$ cat src/rtl/spi_irq_pkg.sv
package spi_irq_pkg;

    localparam int NUM_CAUSE = 6;
    localparam int TIM_W     = 2;
    localparam int N_EDGE    = 3;

    // cause bit positions
    localparam int CI_RX    = 0;
    localparam int CI_TX    = 1;
    localparam int CI_DONE  = 2;
    localparam int CI_CHAIN = 3;
    localparam int CI_MM    = 4;
    localparam int CI_UO    = 5;

    // edge detector lane positions
    localparam int EI_RX = 0;
    localparam int EI_TX = 1;
    localparam int EI_CZ = 2;

    localparam logic [TIM_W-1:0] TIM_RXFULL = '0;

    typedef enum logic {EOT_IDLE, EOT_DRAIN} eot_state_e;
    typedef enum logic {LAT_QUIET, LAT_PEND} lat_state_e;

endpackage

$ cat src/rtl/spi_irq_edge.sv
module spi_irq_edge #(
    parameter int W = 3
) (
    input  logic         clk,
    input  logic         rst_n,
    input  logic [W-1:0] din,
    output logic [W-1:0] rise
);

    for (genvar g = 0; g < W; g++) begin : g_lane
        logic prev_q;
        always_ff @(posedge clk or negedge rst_n) begin
            if (!rst_n) prev_q <= 1'b0;
            else        prev_q <= din[g];
        end
        assign rise[g] = din[g] & ~prev_q;
    end

endmodule

$ cat src/rtl/spi_irq_eot.sv
module spi_irq_eot
    import spi_irq_pkg::*;
(
    input  logic clk,
    input  logic rst_n,
    input  logic active,
    input  logic eot_sel,
    input  logic cnt_rise,
    input  logic shift_idle,
    input  logic tx_empty,
    output logic done
);

    eot_state_e state_q, state_d;

    always_ff @(posedge clk or negedge rst_n) begin
        if (!rst_n) state_q <= EOT_IDLE;
        else        state_q <= state_d;
    end

    always_comb begin
        state_d = state_q;
        done    = 1'b0;
        unique case (state_q)
            EOT_IDLE: begin
                if (active && cnt_rise) begin
                    if (eot_sel) state_d = EOT_DRAIN;
                    else         done    = 1'b1;
                end
            end
            EOT_DRAIN: begin
                if (!active) begin
                    state_d = EOT_IDLE;
                end else if (shift_idle && tx_empty) begin
                    done    = 1'b1;
                    state_d = EOT_IDLE;
                end
            end
        endcase
    end

endmodule

$ cat src/rtl/spi_irq_latch.sv
module spi_irq_latch
    import spi_irq_pkg::*;
#(
    parameter int N = 6
) (
    input  logic         clk,
    input  logic         rst_n,
    input  logic [N-1:0] set_vec,
    input  logic         ack,
    output logic         pend,
    output logic [N-1:0] cause
);

    lat_state_e   state_q, state_d;
    logic [N-1:0] cause_q, cause_d;
    logic         any_set;

    assign any_set = |set_vec;

    always_ff @(posedge clk or negedge rst_n) begin
        if (!rst_n) begin
            state_q <= LAT_QUIET;
            cause_q <= '0;
        end else begin
            state_q <= state_d;
            cause_q <= cause_d;
        end
    end

    always_comb begin
        state_d = state_q;
        cause_d = cause_q;
        unique case (state_q)
            LAT_QUIET: begin
                cause_d = set_vec;
                if (any_set) state_d = LAT_PEND;
            end
            LAT_PEND: begin
                if (ack) begin
                    cause_d = set_vec;
                    if (!any_set) state_d = LAT_QUIET;
                end else begin
                    cause_d = cause_q | set_vec;
                end
            end
        endcase
    end

    always_comb begin
        pend  = (state_q == LAT_PEND);
        cause = cause_q;
    end

endmodule

$ cat src/rtl/spi_irq_agg.sv
module spi_irq_agg
    import spi_irq_pkg::*;
(
    input  logic             clk,
    input  logic             rst_n,
    input  logic             dma_en,
    input  logic             dma_irq_en,
    input  logic             chain_en,
    input  logic             eot_sel,
    input  logic [TIM_W-1:0] tim_mode,
    input  logic             rx_full,
    input  logic             tx_empty,
    input  logic             dma_cnt_zero,
    input  logic             chain_done,
    input  logic             err_mm,
    input  logic             err_uo,
    input  logic             shift_idle,
    input  logic             irq_mask,
    input  logic             irq_ack,
    output logic             irq_req,
    output logic             irq_pend,
    output logic [NUM_CAUSE-1:0] cause
);

    logic [N_EDGE-1:0]    edge_in, edge_rise;
    logic [NUM_CAUSE-1:0] new_cause;
    logic                 core_on, dma_on, eot_done;

    assign edge_in[EI_RX] = rx_full;
    assign edge_in[EI_TX] = tx_empty;
    assign edge_in[EI_CZ] = dma_cnt_zero;

    spi_irq_edge #(.W(N_EDGE)) u_edge (
        .clk  (clk),
        .rst_n(rst_n),
        .din  (edge_in),
        .rise (edge_rise)
    );

    assign core_on = ~dma_en;
    assign dma_on  = dma_en & dma_irq_en;

    spi_irq_eot u_eot (
        .clk       (clk),
        .rst_n     (rst_n),
        .active    (dma_on),
        .eot_sel   (eot_sel),
        .cnt_rise  (edge_rise[EI_CZ]),
        .shift_idle(shift_idle),
        .tx_empty  (tx_empty),
        .done      (eot_done)
    );

    always_comb begin
        new_cause           = '0;
        new_cause[CI_RX]    = core_on & (tim_mode == TIM_RXFULL) & edge_rise[EI_RX];
        new_cause[CI_TX]    = core_on & (tim_mode != TIM_RXFULL) & edge_rise[EI_TX];
        new_cause[CI_DONE]  = eot_done;
        new_cause[CI_CHAIN] = dma_on & chain_en & chain_done;
        new_cause[CI_MM]    = dma_on & err_mm;
        new_cause[CI_UO]    = dma_on & err_uo;
    end

    spi_irq_latch #(.N(NUM_CAUSE)) u_latch (
        .clk    (clk),
        .rst_n  (rst_n),
        .set_vec(new_cause),
        .ack    (irq_ack),
        .pend   (irq_pend),
        .cause  (cause)
    );

    assign irq_req = irq_pend & irq_mask;

endmodule

$ cat config.mk
export PLATFORM = sky130hd
export DESIGN_NAME = spi_irq_agg
export DESIGN_NICKNAME = d
export VERILOG_FILES = /design/src/rtl/spi_irq_pkg.sv /design/src/rtl/spi_irq_edge.sv /design/src/rtl/spi_irq_eot.sv /design/src/rtl/spi_irq_latch.sv /design/src/rtl/spi_irq_agg.sv
export SDC_FILE = /design/constraint.sdc
export NUM_CORES = 1
export LEC_CHECK = 0
export ABC_AREA = 1
export BUFFER_PORTS_ARGS = -buffer_cell sky130_fd_sc_hd__buf_2
export CAP_MARGIN = 0
export CELL_PAD_IN_SITES_DETAIL_PLACEMENT = 1
export CELL_PAD_IN_SITES_GLOBAL_PLACEMENT = 2
export CORE_MARGIN = 2
export CORE_UTILIZATION = 25
export CTS_BUF_LIST = sky130_fd_sc_hd__clkbuf_2 sky130_fd_sc_hd__clkbuf_4 sky130_fd_sc_hd__clkbuf_8
export CTS_CLUSTER_DIAMETER = 80
export DETAILED_ROUTE_END_ITERATION = 16
export GPL_ROUTABILITY_DRIVEN = 0
export PLACE_DENSITY = 0.88
export SETUP_SLACK_MARGIN = 0.2
export SYNTH_ARGS = -nofsm -noshare
export SYNTH_HDL_FRONTEND = slang
export SYNTH_HIERARCHICAL = 1
export SYNTH_SLANG_ARGS = --single-unit
$ cat constraint.sdc
create_clock -name clk -period 2.15 [get_ports clk]
set_input_delay 0.1075 -clock clk [delete_from_list [all_inputs] [get_ports clk]]
set_output_delay 0.1075 -clock clk [all_outputs]
set_load 0.02 [all_outputs]
Word level (Yosys, flattened, before mapping). Cells that the tools add are included.

Register bits after elaboration: 11. Input port bits: 17. Output and inout bits: 8. Logic and storage cells: 46.

Mux-type cells: 15. Bitwise gates (word level): 20. Reduce and logical (&&, ||, !) cells: 5.

Operators by type and width (count): 1-bit AND (13); 6-bit case mux with 2 select lines (1); 1-bit two-way mux (10); 6-bit two-way mux (1); 1-bit inverter (6); 6-bit bitwise OR (1); 1-bit case mux with 2 select lines (3); 6-bit OR reduction (1); 1-bit logical AND (2); 2-bit zero test (1); 2-bit nonzero test (1).

Longest topological paths before layout. Gate-level depths: netlist of run 1.

Depth in word-level cells: 9. Depth in mapped cells: 10. Gate-level depth less buffers: 10.

By module. Netlist of run 1, hierarchy kept.

Modules (own cells, without submodules): spi_irq_latch (instances 1, cells an instance 33, area an instance 280.3 um^2, sequential area each 175.2 um^2); spi_irq_edge (instances 1, cells an instance 9, area an instance 105.1 um^2, sequential area each 75.1 um^2); spi_irq_eot (instances 1, cells an instance 16, area an instance 81.3 um^2, sequential area each 25.0 um^2); spi_irq_agg (instances 1, cells an instance 19, area an instance 76.3 um^2, sequential area each 0.0 um^2).

Least setup slack after synthesis of run 1. OpenSTA, ideal clock, no wires.

Path kind: flip-flop to flip-flop. Start: reg u_eot.state_q. End: reg u_latch.state_q (netlist: u_latch/pend). Setup time: 0.119 ns. Arrival: 0.770 ns. Data required time: 2.031 ns. Setup slack: 1.261 ns. Cell stages (with the launch flop): 9. Path buffers: 0. Period minus slack after synthesis: 0.889 ns. Cell sequence: dfrtp_1 -> nand2_1 -> inv_1 -> nand2_1 -> nand2_1 -> inv_1 -> nand2_1 -> nor2_1 -> nand2_1.

Longest elaborated chain between the ends: 6.

RTL lines: from (decl) (line spi_irq_eot.sv:14) `eot_state_e state_q, state_d;`; from (signal assigned) (line spi_irq_eot.sv:18) `else state_q <= state_d;`; 1-bit inverter (line spi_irq_eot.sv:24) `unique case (state_q)`; 1-bit case mux with 2 select lines * (line spi_irq_eot.sv:24); named net eot_done (line spi_irq_agg.sv:27) `logic core_on, dma_on, eot_done;`; 6-bit OR reduction * (line spi_irq_latch.sv:18) `assign any_set = |set_vec;`; 1-bit two-way mux * (line spi_irq_latch.sv:36, spi_irq_latch.sv:41); 1-bit two-way mux (line spi_irq_latch.sv:39) `if (ack) begin`; 1-bit case mux with 2 select lines * (line spi_irq_latch.sv:33) `unique case (state_q)`; named net u_latch.state_d (line spi_irq_latch.sv:14) `lat_state_e state_q, state_d;`; to (signal assigned) (line spi_irq_latch.sv:25) `state_q <= state_d;`; to (decl) (line spi_irq_latch.sv:14).

Mark *: on every way through the listed nets, which the timed path passes. The rest lies on a longest branch.

Worst setup path in the final report of run 1.
Start: in dma_cnt_zero. End: reg u_latch.state_q (netlist: u_latch/pend).

Longest elaborated chain between the ends: 8.

RTL lines: from (decl) (line spi_irq_agg.sv:13) `input logic dma_cnt_zero,`; 1-bit AND * (line spi_irq_edge.sv:16) `assign rise[g] = din[g] & ~prev_q;`; named net edge_rise[2] (line spi_irq_agg.sv:25) `logic [N_EDGE-1:0] edge_in, edge_rise;`; 1-bit logical AND * (line spi_irq_eot.sv:26) `if (active && cnt_rise) begin`; 1-bit two-way mux * (line spi_irq_eot.sv:26); 1-bit case mux with 2 select lines * (line spi_irq_eot.sv:24); named net eot_done (line spi_irq_agg.sv:27); 6-bit OR reduction * (line spi_irq_latch.sv:18); 1-bit two-way mux * (line spi_irq_latch.sv:36, spi_irq_latch.sv:41); 1-bit two-way mux (line spi_irq_latch.sv:39); 1-bit case mux with 2 select lines * (line spi_irq_latch.sv:33); named net u_latch.state_d (line spi_irq_latch.sv:14).

Marked as above.

==> results by group, run 1 <==
Setup path
  – CP most frequent cell: nand2_1
  – CP delay by family, top: buffers and inverters
  – Worst path bufs/invs: 5
  – CP Max Fanout: 2
  – Critical Path RT: 2.30 ns
  – CP endpoint kind: flip-flop
  – Max incr delay on CP: 0.53 ns
  – Worst R2R Path Depth: 8
  – Critical Path Slowest Stage Cell: dlygate4sd3_1
  – Worst EP arrival: 1.30 ns
  – Kind of critical path: in -> reg
  – Critical R2R Launch: u_eot/state_q$_DFF_PN0_
  – Worst reg2reg path endpoint: u_latch/pend$_DFF_PN0_
  – Cells along the critical path: dlygate4sd3_1, buf_2, inv_1, nor2_2, nand2_1, inv_1, nand2_1, nand2_1, inv_1, nand2_1, nor2_1, nand2_1
  – R2R setup slack: 1.17 ns
  – Setup crit start kind: input pin

Clocking
  – Later-pin clock latency in the skew report: 0.25 ns
  – CTS H-Tree Depth: 1
  – Clock root buffer: clkbuf_4
  – CTS Hold Buffers Added: 4
  – Clk pin slew, worst setup/hold paths: 0.07 ns
  – CTS tree: yes
  – CTS resizes: 0
  – Postcts setup bufs: 0
  – Longest Clk Path Bufs: 2
  – CTS Buf Count: 3
  – Clk sinks: 11

Synth
  – Synth warn: 6
  – Synth Instances: 77
  – Sequential fraction of the synthesis area: 50.7%
  – Post-Syn Area per Cell: 7.05 um^2
  – Netlist cell types: 7
  – Post-synthesis net count: 94
  – Number of synthesized register bits: 11
  – Syn Std Cell Area: 543 um^2

Timing
  – Tcrit/Tclk final: 53.6%
  – RSZ-0062 raised after global routing: no
  – Worst Tran Pin Value: 0.260 ns
  – Fin crit period: 1.15 ns
  – Setup TNS: 0 ns
  – Hold slack final: 0.124 ns
  – Final WS setup: 0.998 ns
  – Final setup vio count: 0
  – Slew Limit Fails: 0
  – Post-Route Skew: 0.000485 ns
  – Hold Vio Cnt, Final: 0
  – Fmax: 868 MHz
  – Max-slew headroom: 82.7%

Power and ir drop
  – Leakage: 0.510 nW
  – Power per cell area: 594 nW/um^2
  – Peak VDD IR: 0.000289 V

Worst hold path
  – Worst Hold Class: in -> reg
  – WHS Endpoint: u_eot/state_q$_DFF_PN0_
  – Hold Path Depth: 4
  – Min-delay src: shift_idle

Floorplan
  – Width of the die: 50.6 um
  – Num rows: 16
  – Die height: 50.6 um
  – IO Count: 25
  – Die area: 2560 um^2
  – Starting density of the core: 27.1%
  – Core box area: 2000 um^2

Placed design
  – Place WS: 1.16 ns
  – DP Area: 697 um^2
  – Port Buffer Count: 24
  – Dpl hpwl: 981 um

GRT
  – GRT Util Overall: 10.8%
  – Vias in the first global route: 566
  – Total grt overflow: 0
  – First-pass GRT wire length: 2.13 mm
  – Initial antenna violation count: 0
  – Largest net degree at the start of global routing: 12

Final layout
  – Fillers: 277
  – Area delta synth->final: 41.2%
  – FF+latch area: 275 um^2
  – Antenna diodes: 0
  – Final Cell Area: 767 um^2
  – Multi-input gate area: 189 um^2
  – Layout cells sized above 1: 31.2%
  – Final nets: 127

Routing
  – DRC Markers: 0
  – Final WL: 1.15 mm
  – Wire length per cell: 8.46 um
  – DR vias/cell: 3.83
  – Routed Antenna Nets: 0
  – DR pass1 iterations: 2
  – Starting DRT DRC Count: 4
  – DR vias: 521

Job
  – Max-cap violations: 0

Status
  – Status: complete, no violations
## worst reg2reg max path, cell delays in order (launching register included)
cell     delay (ns)
dfrtp_1        0.39
nand2_1        0.07
inv_1          0.05
nand2_1        0.07
nand2_1        0.05
inv_1          0.06
nand2_1        0.05
nor2_1         0.08
nand2_1        0.06
## Yosys cell counts
cell type / n / area share, %
nand2_2: 1 / 1.2
nor2_1: 9 / 6.2
nor2_4: 1 / 2.1
inv_1: 21 / 15
nor2_2: 4 / 4.6
nand2_1: 30 / 21
dfrtp_1: 11 / 51
## worst max-delay path by stage
stage / to / start / cells after the start / slack (ns)
after floorplan: u_latch/pend$_DFF_PN0_ / u_eot/state_q$_DFF_PN0_ / 8 / 1.26
final: u_latch/pend$_DFF_PN0_ / dma_cnt_zero / 12 / 1.0
after global routing: u_latch/pend$_DFF_PN0_ / dma_cnt_zero / 12 / 0.83
after CTS: u_latch/pend$_DFF_PN0_ / dma_cnt_zero / 12 / 0.99
after detailed placement: u_latch/pend$_DFF_PN0_ / dma_en / 11 / 1.16
after global placement: u_latch/pend$_DFF_PN0_ / u_eot/state_q$_DFF_PN0_ / 8 / 1.18
## layout make-up
type / count / share of cell area (%)
clock buffers: 4 / 3.92
inverters: 21 / 10.3
multi-input cells: 45 / 24.6
flip-flops and latches: 11 / 35.9
well taps: 27 / 4.40
repair buffers: 28 / 20.9
## sequential cells by signal (all words and copies together), names as in the netlist
signal	count
u_latch/cause	6
u_edge/g_lane.prev_q	3
u_eot/state_q	1
u_latch/pend	1
## through the flow
step | power, mW | cells | utilization [%]
6_report | 0.456 | 136 | 38.3
3_5_place_dp | 0.309 | 128 | 34.8
4_1_cts | 0.468 | 136 | 38.3
5_1_grt | 0.487 | 136 | 38.3
2_1_floorplan | 0.271 | 77 | -
3_3_place_gp | 0.306 | 128 | 34.8
## power by group
| part | internal (mW) | switching (mW) | total (mW) |
|---|---|---|---|
| sequential | 0.218 | 0.00574 | 0.224 |
| clock | 0.0841 | 0.0641 | 0.148 |
| combinational | 0.0343 | 0.0492 | 0.0834 |
## layout by cell type, fill, tap and decap left out, drive strengths merged
| cell | n |
|---|---|
| nand2 | 31 |
| buf | 24 |
| inv | 21 |
| nor2 | 14 |
| dfrtp | 11 |
| clkbuf | 4 |
| dlygate4sd3 | 4 |
## cells by family after synthesis
| group | Yosys count | share of synthesized area [%] |
|---|---|---|
| flops | 11 | 50.7 |
| buf+inv | 21 | 14.5 |
| simple gates | 45 | 34.8 |
## per-layer routing
| layer | track usage (%) | part of all wire (%) | wire [um] | vias up |
|---|---|---|---|---|
| met5 | 0 | 0 | 0 | - |
| met4 | 4.05 | 0 | 0 | 0 |
| met3 | 2.68 | 7.9 | 91 | 0 |
| met2 | 19.3 | 48 | 552 | 16 |
| met1 | 12.2 | 44 | 506 | 232 |
| li1 | - | - | - | 273 |
Note: power is estimated with default switching activity, not from simulation.
==> run 2, diff against run 1 <==
ABC_AREA = 0   (was 1)
CORE_UTILIZATION = 24   (was 25)
PLACE_DENSITY = 0.79   (was 0.88)
clock period = 0.94 ns   (was 2.15 ns; I/O delays follow)
==> results by group, run 2 <==
Power and ir drop
  – Comb pwr share: 25.5% (+7.2 points)
  – Proportion of power drawn by the clock network: 29.7% (-2.8 points)
  – Leakage: 0.504 nW (-1.2%)
  – Internal power: 867 uW (+160%)
  – Sw frac: 25.2% (-0.86 points)
  – Peak VDD IR: 0.000613 V (+110%)
  – Total power draw: 1.16 mW (+150%)
  – Switch Pwr: 293 uW (+150%)
  – Flop pwr share: 44.8% (-4.4 points)
  – Power per cell area: 1280 nW/um^2 (+110%)

Setup path
  – R2R setup slack: -0.69 ns (-1.86 ns)
  – Max incr delay on CP: 0.50 ns (-0.03 ns)
  – Worst path bufs/invs: 0 (-5)
  – Cells along the critical path: nand2b_4, o32ai_4, or4_1, or4_1
  – Worst R2R Path Depth: 4 (-4)
  – Setup crit start kind: flip-flop
  – CP delay by family, top: simple AND/OR/NAND/NOR gates
  – Worst reg2reg path endpoint: u_latch/pend$_DFF_PN0_
  – Critical R2R Launch: u_eot/state_q$_DFF_PN0_
  – CP most frequent cell: or4_1
  – CP endpoint kind: flip-flop
  – CP Max Fanout: 2 (unchanged)
  – Critical Path RT: 1.07 ns (-1.23 ns)
  – Kind of critical path: reg -> reg
  – Worst EP arrival: 1.76 ns (+0.46 ns)
  – Critical Path Slowest Stage Cell: or4_1

Job
  – Max-cap violations: 0 (unchanged)

Final layout
  – Layout cells sized above 1: 67.9% (+37 points)
  – Final Cell Area: 910 um^2 (+19%)
  – Area delta synth->final: 82.7%
  – Max FFs per register: 6 (unchanged)
  – Fillers: 235 (-15%)
  – Commonest non-fill, non-tap cell in the layout: buf_2
  – Final nets: 102 (-20%)
  – Fin util: 46.4% (+8.1 points)
  – Antenna diodes: 0 (unchanged)
  – Most frequent cells in the layout: buf_2, buf_4, dfrtp_1, buf_6, a21o_1

Synth
  – Async SR Flop Fraction: 100% (unchanged)
  – Post-synth top area share: 55.3% (+4.6 points)
  – Netlist cell types: 18 (+11)
  – Main area contributors after synthesis: dfrtp_1, nor2b_4, a21o_1
  – Top-count cell post-synth: dfrtp_1
  – EDFF count, synth: 0 (unchanged)
  – Synth warn: 6 (unchanged)
  – Leading area contributor after synthesis: dfrtp_1
  – Number of synthesized register bits: 11 (unchanged)
  – Main synth FF type: dfrtp_1
  – Synth Instances: 39 (-49%)
  – Post-Syn Area per Cell: 12.8 um^2 (+81%)
  – Post-synthesis net count: 56 (-40%)
  – Synth cell count leaders: dfrtp_1, a21o_1, nand2_1, nor2b_4
  – Syn Std Cell Area: 498 um^2 (-8.3%)
  – Sequential fraction of the synthesis area: 55.3% (+4.6 points)

Clocking
  – Clk sinks: 11 (unchanged)
  – Later-pin clock latency in the skew report: 0.26 ns (about the same)
  – Longest Clk Path Bufs: 2 (unchanged)
  – CTS H-Tree Depth: 1 (unchanged)
  – CTS Buf Count: 3 (unchanged)
  – Clock root buffer: clkbuf_4
  – Clk pin slew, worst setup/hold paths: 0.07 ns (about the same)
  – CTS tree: yes

Placed design
  – Port Buffer Count: 24 (unchanged)
  – Dpl hpwl: 1.01 mm (+3.0%)
  – DP Area: 717 um^2 (+2.9%)

Timing
  – Hold Vio Cnt, Final: 0 (unchanged)
  – Post-Route Skew: 0.000206 ns (-0.000279 ns)
  – Hold slack final: 0.0253 ns (-0.0991 ns)
  – Final WS setup: -0.689 ns (-1.69 ns)
  – Final setup vio count: 5 (+5)
  – Fmax: 614 MHz
  – Slew Limit Fails: 0 (unchanged)
  – Fin crit period: 1.63 ns
  – Max-slew headroom: 80.7% (-2.0 points)
  – RSZ-0062 raised after global routing: yes
  – Worst Tran Pin Value: 0.288 ns (+0.0287 ns)
  – Tcrit/Tclk final: 173%

Routing
  – DR pass1 iterations: 2 (unchanged)
  – Final WL: 1.43 mm (+24%)
  – Wire length per cell: 12.9 um (+52%)
  – DR vias/cell: 4.40 (+15%)
  – Starting DRT DRC Count: 2 (-2)
  – DRC Markers: 0 (unchanged)
  – DR vias: 488 (-6.3%)
  – Routed Antenna Nets: 0 (unchanged)

GRT
  – First-pass GRT wire length: 2.17 mm (+1.9%)
  – GRT Util Overall: 11.8% (+1.0 points)
  – Initial antenna violation count: 0 (unchanged)
  – Total grt overflow: 0 (unchanged)
  – Vias in the first global route: 505 (-11%)
  – Largest net degree at the start of global routing: 12 (unchanged)

Floorplan
  – Die height: 49.6 um (-2.1%)
  – Starting density of the core: 25.4% (-1.7 points)
  – Core box area: 1960 um^2 (-2.0%)
  – IO Count: 25 (unchanged)
  – Num rows: 16 (unchanged)
  – Width of the die: 49.6 um (-2.1%)
  – Die area: 2460 um^2 (-4.1%)

Worst hold path
  – WHS Endpoint: u_edge/g_lane[1].prev_q$_DFF_PN0_
  – Min-delay src: tx_empty
  – Hold Path Depth: 2 (-2)
  – Worst Hold Class: in -> reg

Status
  – Status: finished, violations left
  – Failing checks: setup timing
-- run 2: cell count changes after synthesis, moves of 2 or more --
cell and delta:
nand2_1 -27, inv_1 -20, a21o_1 +5, nor2_2 -4
nor2_1 -8, nor2b_4 +3, and3_2 +2, and2_1 +2
or4_1 +2
-- run 2: cell families (layout without fill, tap and decap cells) --
family          Yosys count  count (layout)  share of synthesized area (%)
simple gates             19              19                           30.1
flops                    11              11                           55.3
buf+inv                   1              46                          0.753
compound gates            8               8                           13.8
-- run 2: layout make-up --
cell class | instances | area (um^2) | share of cell area (%)
repair buffers | 41 | 313 | 34.4
flip-flops and latches | 11 | 275 | 30.3
clock buffers | 4 | 30.0 | 3.30
well taps | 27 | 33.8 | 3.71
inverters | 1 | 3.75 | 0.413
multi-input cells | 27 | 254 | 27.9
-- run 2: worst max path at each step --
stage | startpoint | end | slack [ns] | depth (start not counted)
2_1_floorplan | u_eot/state_q$_DFF_PN0_ | u_latch/pend$_DFF_PN0_ | -0.58 | 4
3_3_place_gp | u_eot/state_q$_DFF_PN0_ | u_latch/pend$_DFF_PN0_ | -0.63 | 4
3_5_place_dp | u_eot/state_q$_DFF_PN0_ | u_latch/pend$_DFF_PN0_ | -0.69 | 4
4_1_cts | u_eot/state_q$_DFF_PN0_ | u_latch/pend$_DFF_PN0_ | -0.69 | 4
5_1_grt | u_edge/g_lane[2].prev_q$_DFF_PN0_ | u_latch/pend$_DFF_PN0_ | -0.72 | 5
6_report | u_eot/state_q$_DFF_PN0_ | u_latch/pend$_DFF_PN0_ | -0.69 | 4
-- run 2: through the flow --
stage / setup TNS, ns / instances / setup slack, ns
final: -1.01 / 111 / -0.689
after global routing: -1.35 / 111 / -0.717
after floorplan: -0.607 / 39 / -0.580
after detailed placement: -0.944 / 98 / -0.686
after CTS: -1.08 / 108 / -0.691
after global placement: -0.801 / 98 / -0.633
-- run 2: repair_timing --
| item | 4_1_cts | 5_1_grt |
|---|---|---|
| hold buffers | 3 | 0 |
| endpoints found under the setup margin | 16 | 16 |
| endpoints found under the hold margin | 13 | 0 |
| buffers inserted | 3 | 3 |
| gates resized for setup | 21 | 2 |
| pin swaps | 3 | 0 |
-- run 2: routing by layer --
metal / vias to the layer above / GRT usage [%] / share of wire [%]
li1: 231 / - / -
met4: 0 / 2.78 / 0
met3: 0 / 1.82 / 2.5
met1: 243 / 13.0 / 36
met2: 14 / 23.1 / 61
met5: - / 0 / 0
-- run 2: power groups by stage --
stage | sequential (mW) | clock (mW) | combinational, mW
2_1_floorplan | 0.548 | 0 | 0.0741
3_3_place_gp | 0.523 | 0 | 0.212
3_5_place_dp | 0.524 | 0 | 0.218
4_1_cts | 0.519 | 0.361 | 0.281
5_1_grt | 0.524 | 0.391 | 0.316
6_report | 0.520 | 0.345 | 0.295
-- run 2: worst register-to-register path, stage by stage (launching register included) --
cell      delay, ns
dfrtp_1        0.36
nand2b_4       0.15
o32ai_4        0.07
or4_1          0.50
or4_1          0.41
==> run 3, diff against run 2 <==
RECOVER_POWER = 100   (was default)
==> results by group, run 3 (synthesis gave the netlist of run 2 again) <==
Floorplan
  – Width of the die: 49.6 um (unchanged)
  – Core box area: 1960 um^2 (unchanged)
  – Num rows: 16 (unchanged)
  – Starting density of the core: 25.4% (unchanged)
  – Die height: 49.6 um (unchanged)
  – Die area: 2460 um^2 (unchanged)
  – IO Count: 25 (unchanged)

Timing
  – Worst Tran Pin Value: 0.615 ns (+0.327 ns)
  – Hold Vio Cnt, Final: 0 (unchanged)
  – Setup TNS: -1.02 ns (-0.00633 ns)
  – Fmax: 614 MHz (about the same)
  – Final setup vio count: 6 (+1)
  – Post-Route Skew: 0.000206 ns (+0.000000278 ns)
  – Final WS setup: -0.689 ns (-0.000116 ns)
  – Fin crit period: 1.63 ns (+0.000116 ns)
  – Slew Limit Fails: 0 (unchanged)
  – RSZ-0062 raised after global routing: yes
  – Max-slew headroom: 59.0% (-22 points)
  – Hold slack final: 0.0606 ns (+0.0353 ns)
  – Tcrit/Tclk final: 173% (about the same)

Placed design
  – Port Buffer Count: 24 (unchanged)
  – DP Area: 717 um^2 (unchanged)
  – Place WS: -0.686 ns (unchanged)
  – DP Cell Count: 98 (unchanged)
  – Dpl hpwl: 1.01 mm (unchanged)

Final layout
  – Max FFs per register: 6 (unchanged)
  – Commonest non-fill, non-tap cell in the layout: buf_2
  – Final nets: 102 (unchanged)
  – Layout cells sized above 1: 64.3% (-3.6 points)
  – Area delta synth->final: 74.4%
  – Final Cell Area: 868 um^2 (-4.5%)
  – Final Non-Filler Cells: 111 (unchanged)
  – Most frequent cells in the layout: buf_2, buf_4, dfrtp_1, clkbuf_2
  – Antenna diodes: 0 (unchanged)

Routing
  – Final WL: 1.44 mm (+0.42%)
  – DR vias: 485 (-0.61%)
  – DRC Markers: 0 (unchanged)
  – Wire length per cell: 12.9 um (+0.42%)
  – DR pass1 iterations: 2 (unchanged)
  – Starting DRT DRC Count: 2 (unchanged)
  – Routed Antenna Nets: 0 (unchanged)
  – DR vias/cell: 4.37 (-0.61%)

Clocking
  – CTS tree: yes
  – Clock root buffer: clkbuf_4
  – CTS Buf Count: 3 (unchanged)
  – CTS H-Tree Depth: 1 (unchanged)
  – Clk pin slew, worst setup/hold paths: 0.07 ns (about the same)
  – Later-pin clock latency in the skew report: 0.26 ns (about the same)
  – Longest Clk Path Bufs: 2 (unchanged)
  – Clk sinks: 11 (unchanged)

GRT
  – Total grt overflow: 0 (unchanged)
  – GRT Util Overall: 11.8% (unchanged)
  – Initial antenna violation count: 0 (unchanged)
  – First-pass GRT wire length: 2.17 mm (unchanged)
  – Vias in the first global route: 505 (unchanged)
  – Largest net degree at the start of global routing: 12 (unchanged)

Setup path
  – Worst EP arrival: 1.76 ns (about the same)
  – CP Max Fanout: 2 (unchanged)
  – Setup crit start kind: flip-flop
  – Kind of critical path: reg -> reg
  – CP endpoint kind: flip-flop
  – Critical Path RT: 1.07 ns (about the same)

Power and ir drop
  – Peak VDD IR: 0.000591 V (-3.6%)
  – Leakage: 0.486 nW (-3.6%)
  – Power per cell area: 1310 nW/um^2 (+3.0%)

Status
  – Failing checks: setup timing
  – Status: finished, violations left

Job
  – Max-cap violations: 0 (unchanged)

Worst hold path
  – Worst Hold Class: in -> reg
==> run 3: changes by cell type in the layout (fill, tap and decap cells not counted) <==
| cell | delta |
|---|---|
| buf_4 | -1 |
| buf_6 | -6 |
| clkbuf_4 | +1 |
| clkbuf_1 | +3 |
| buf_2 | -3 |
| clkbuf_2 | +6 |
==> run 3: routing by layer <==
layer | wire (um) | track usage [%] | vias up
met5 | 0 | 0 | -
met4 | 0 | 2.78 | 0
met3 | 43 | 1.82 | 0
met2 | 874 | 23.1 | 14
met1 | 518 | 13.0 | 240
li1 | - | - | 231
==> run 3: worst max-delay path, cell delays in order (launching register included) <==
cell and delay (ns):
dfrtp_1 0.36, nand2b_4 0.15, o32ai_4 0.07, or4_1 0.50, or4_1 0.41
==> run 3: cell type report <==
type / count / area (um^2)
repair buffers: 41 / 272
multi-input cells: 27 / 254
well taps: 27 / 33.8
fillers: 243 / 1090
flip-flops and latches: 11 / 275
inverters: 1 / 3.75
clock buffers: 4 / 30.0
==> run 3: per-stage QoR <==
step	utilization [%]	total power, mW
finish	44.3	1.14
global route	44.3	1.21
CTS	44.3	1.16
detailed placement	36.5	0.742
global placement	36.5	0.735
floorplan	-	0.622
==> run 3: what timing repair did <==
item	CTS	global route
resized for setup	21	2
setup endpoints to repair	16	16
hold buffers	3	0
endpoints found under the hold margin	13	0
pin swaps	3	0
setup buffers	3	3
==> run 3: power by group <==
part / switching [mW] / internal (mW) / total (mW)
clock network: 0.152 / 0.193 / 0.345
logic: 0.120 / 0.158 / 0.278
registers: 0.0179 / 0.500 / 0.517
total: 0.290 / 0.850 / 1.14
==> run 3: worst paths after layout <==
path	cells after the start	from	end	slack, ns
worst max-delay path	4	u_eot/state_q$_DFF_PN0_	u_latch/pend$_DFF_PN0_	-0.69
worst max register to register	4	u_eot/state_q$_DFF_PN0_	u_latch/pend$_DFF_PN0_	-0.69
min in group asynchronous	2	rst_n	u_edge/g_lane[2].prev_q$_DFF_PN0_	0.32
worst min register to register	1	u_latch/cause[1]$_DFF_PN0_	u_latch/cause[1]$_DFF_PN0_	0.49
max in group asynchronous	2	rst_n	u_edge/g_lane[0].prev_q$_DFF_PN0_	0.22
worst min-delay path	2	tx_empty	u_edge/g_lane[1].prev_q$_DFF_PN0_	0.06
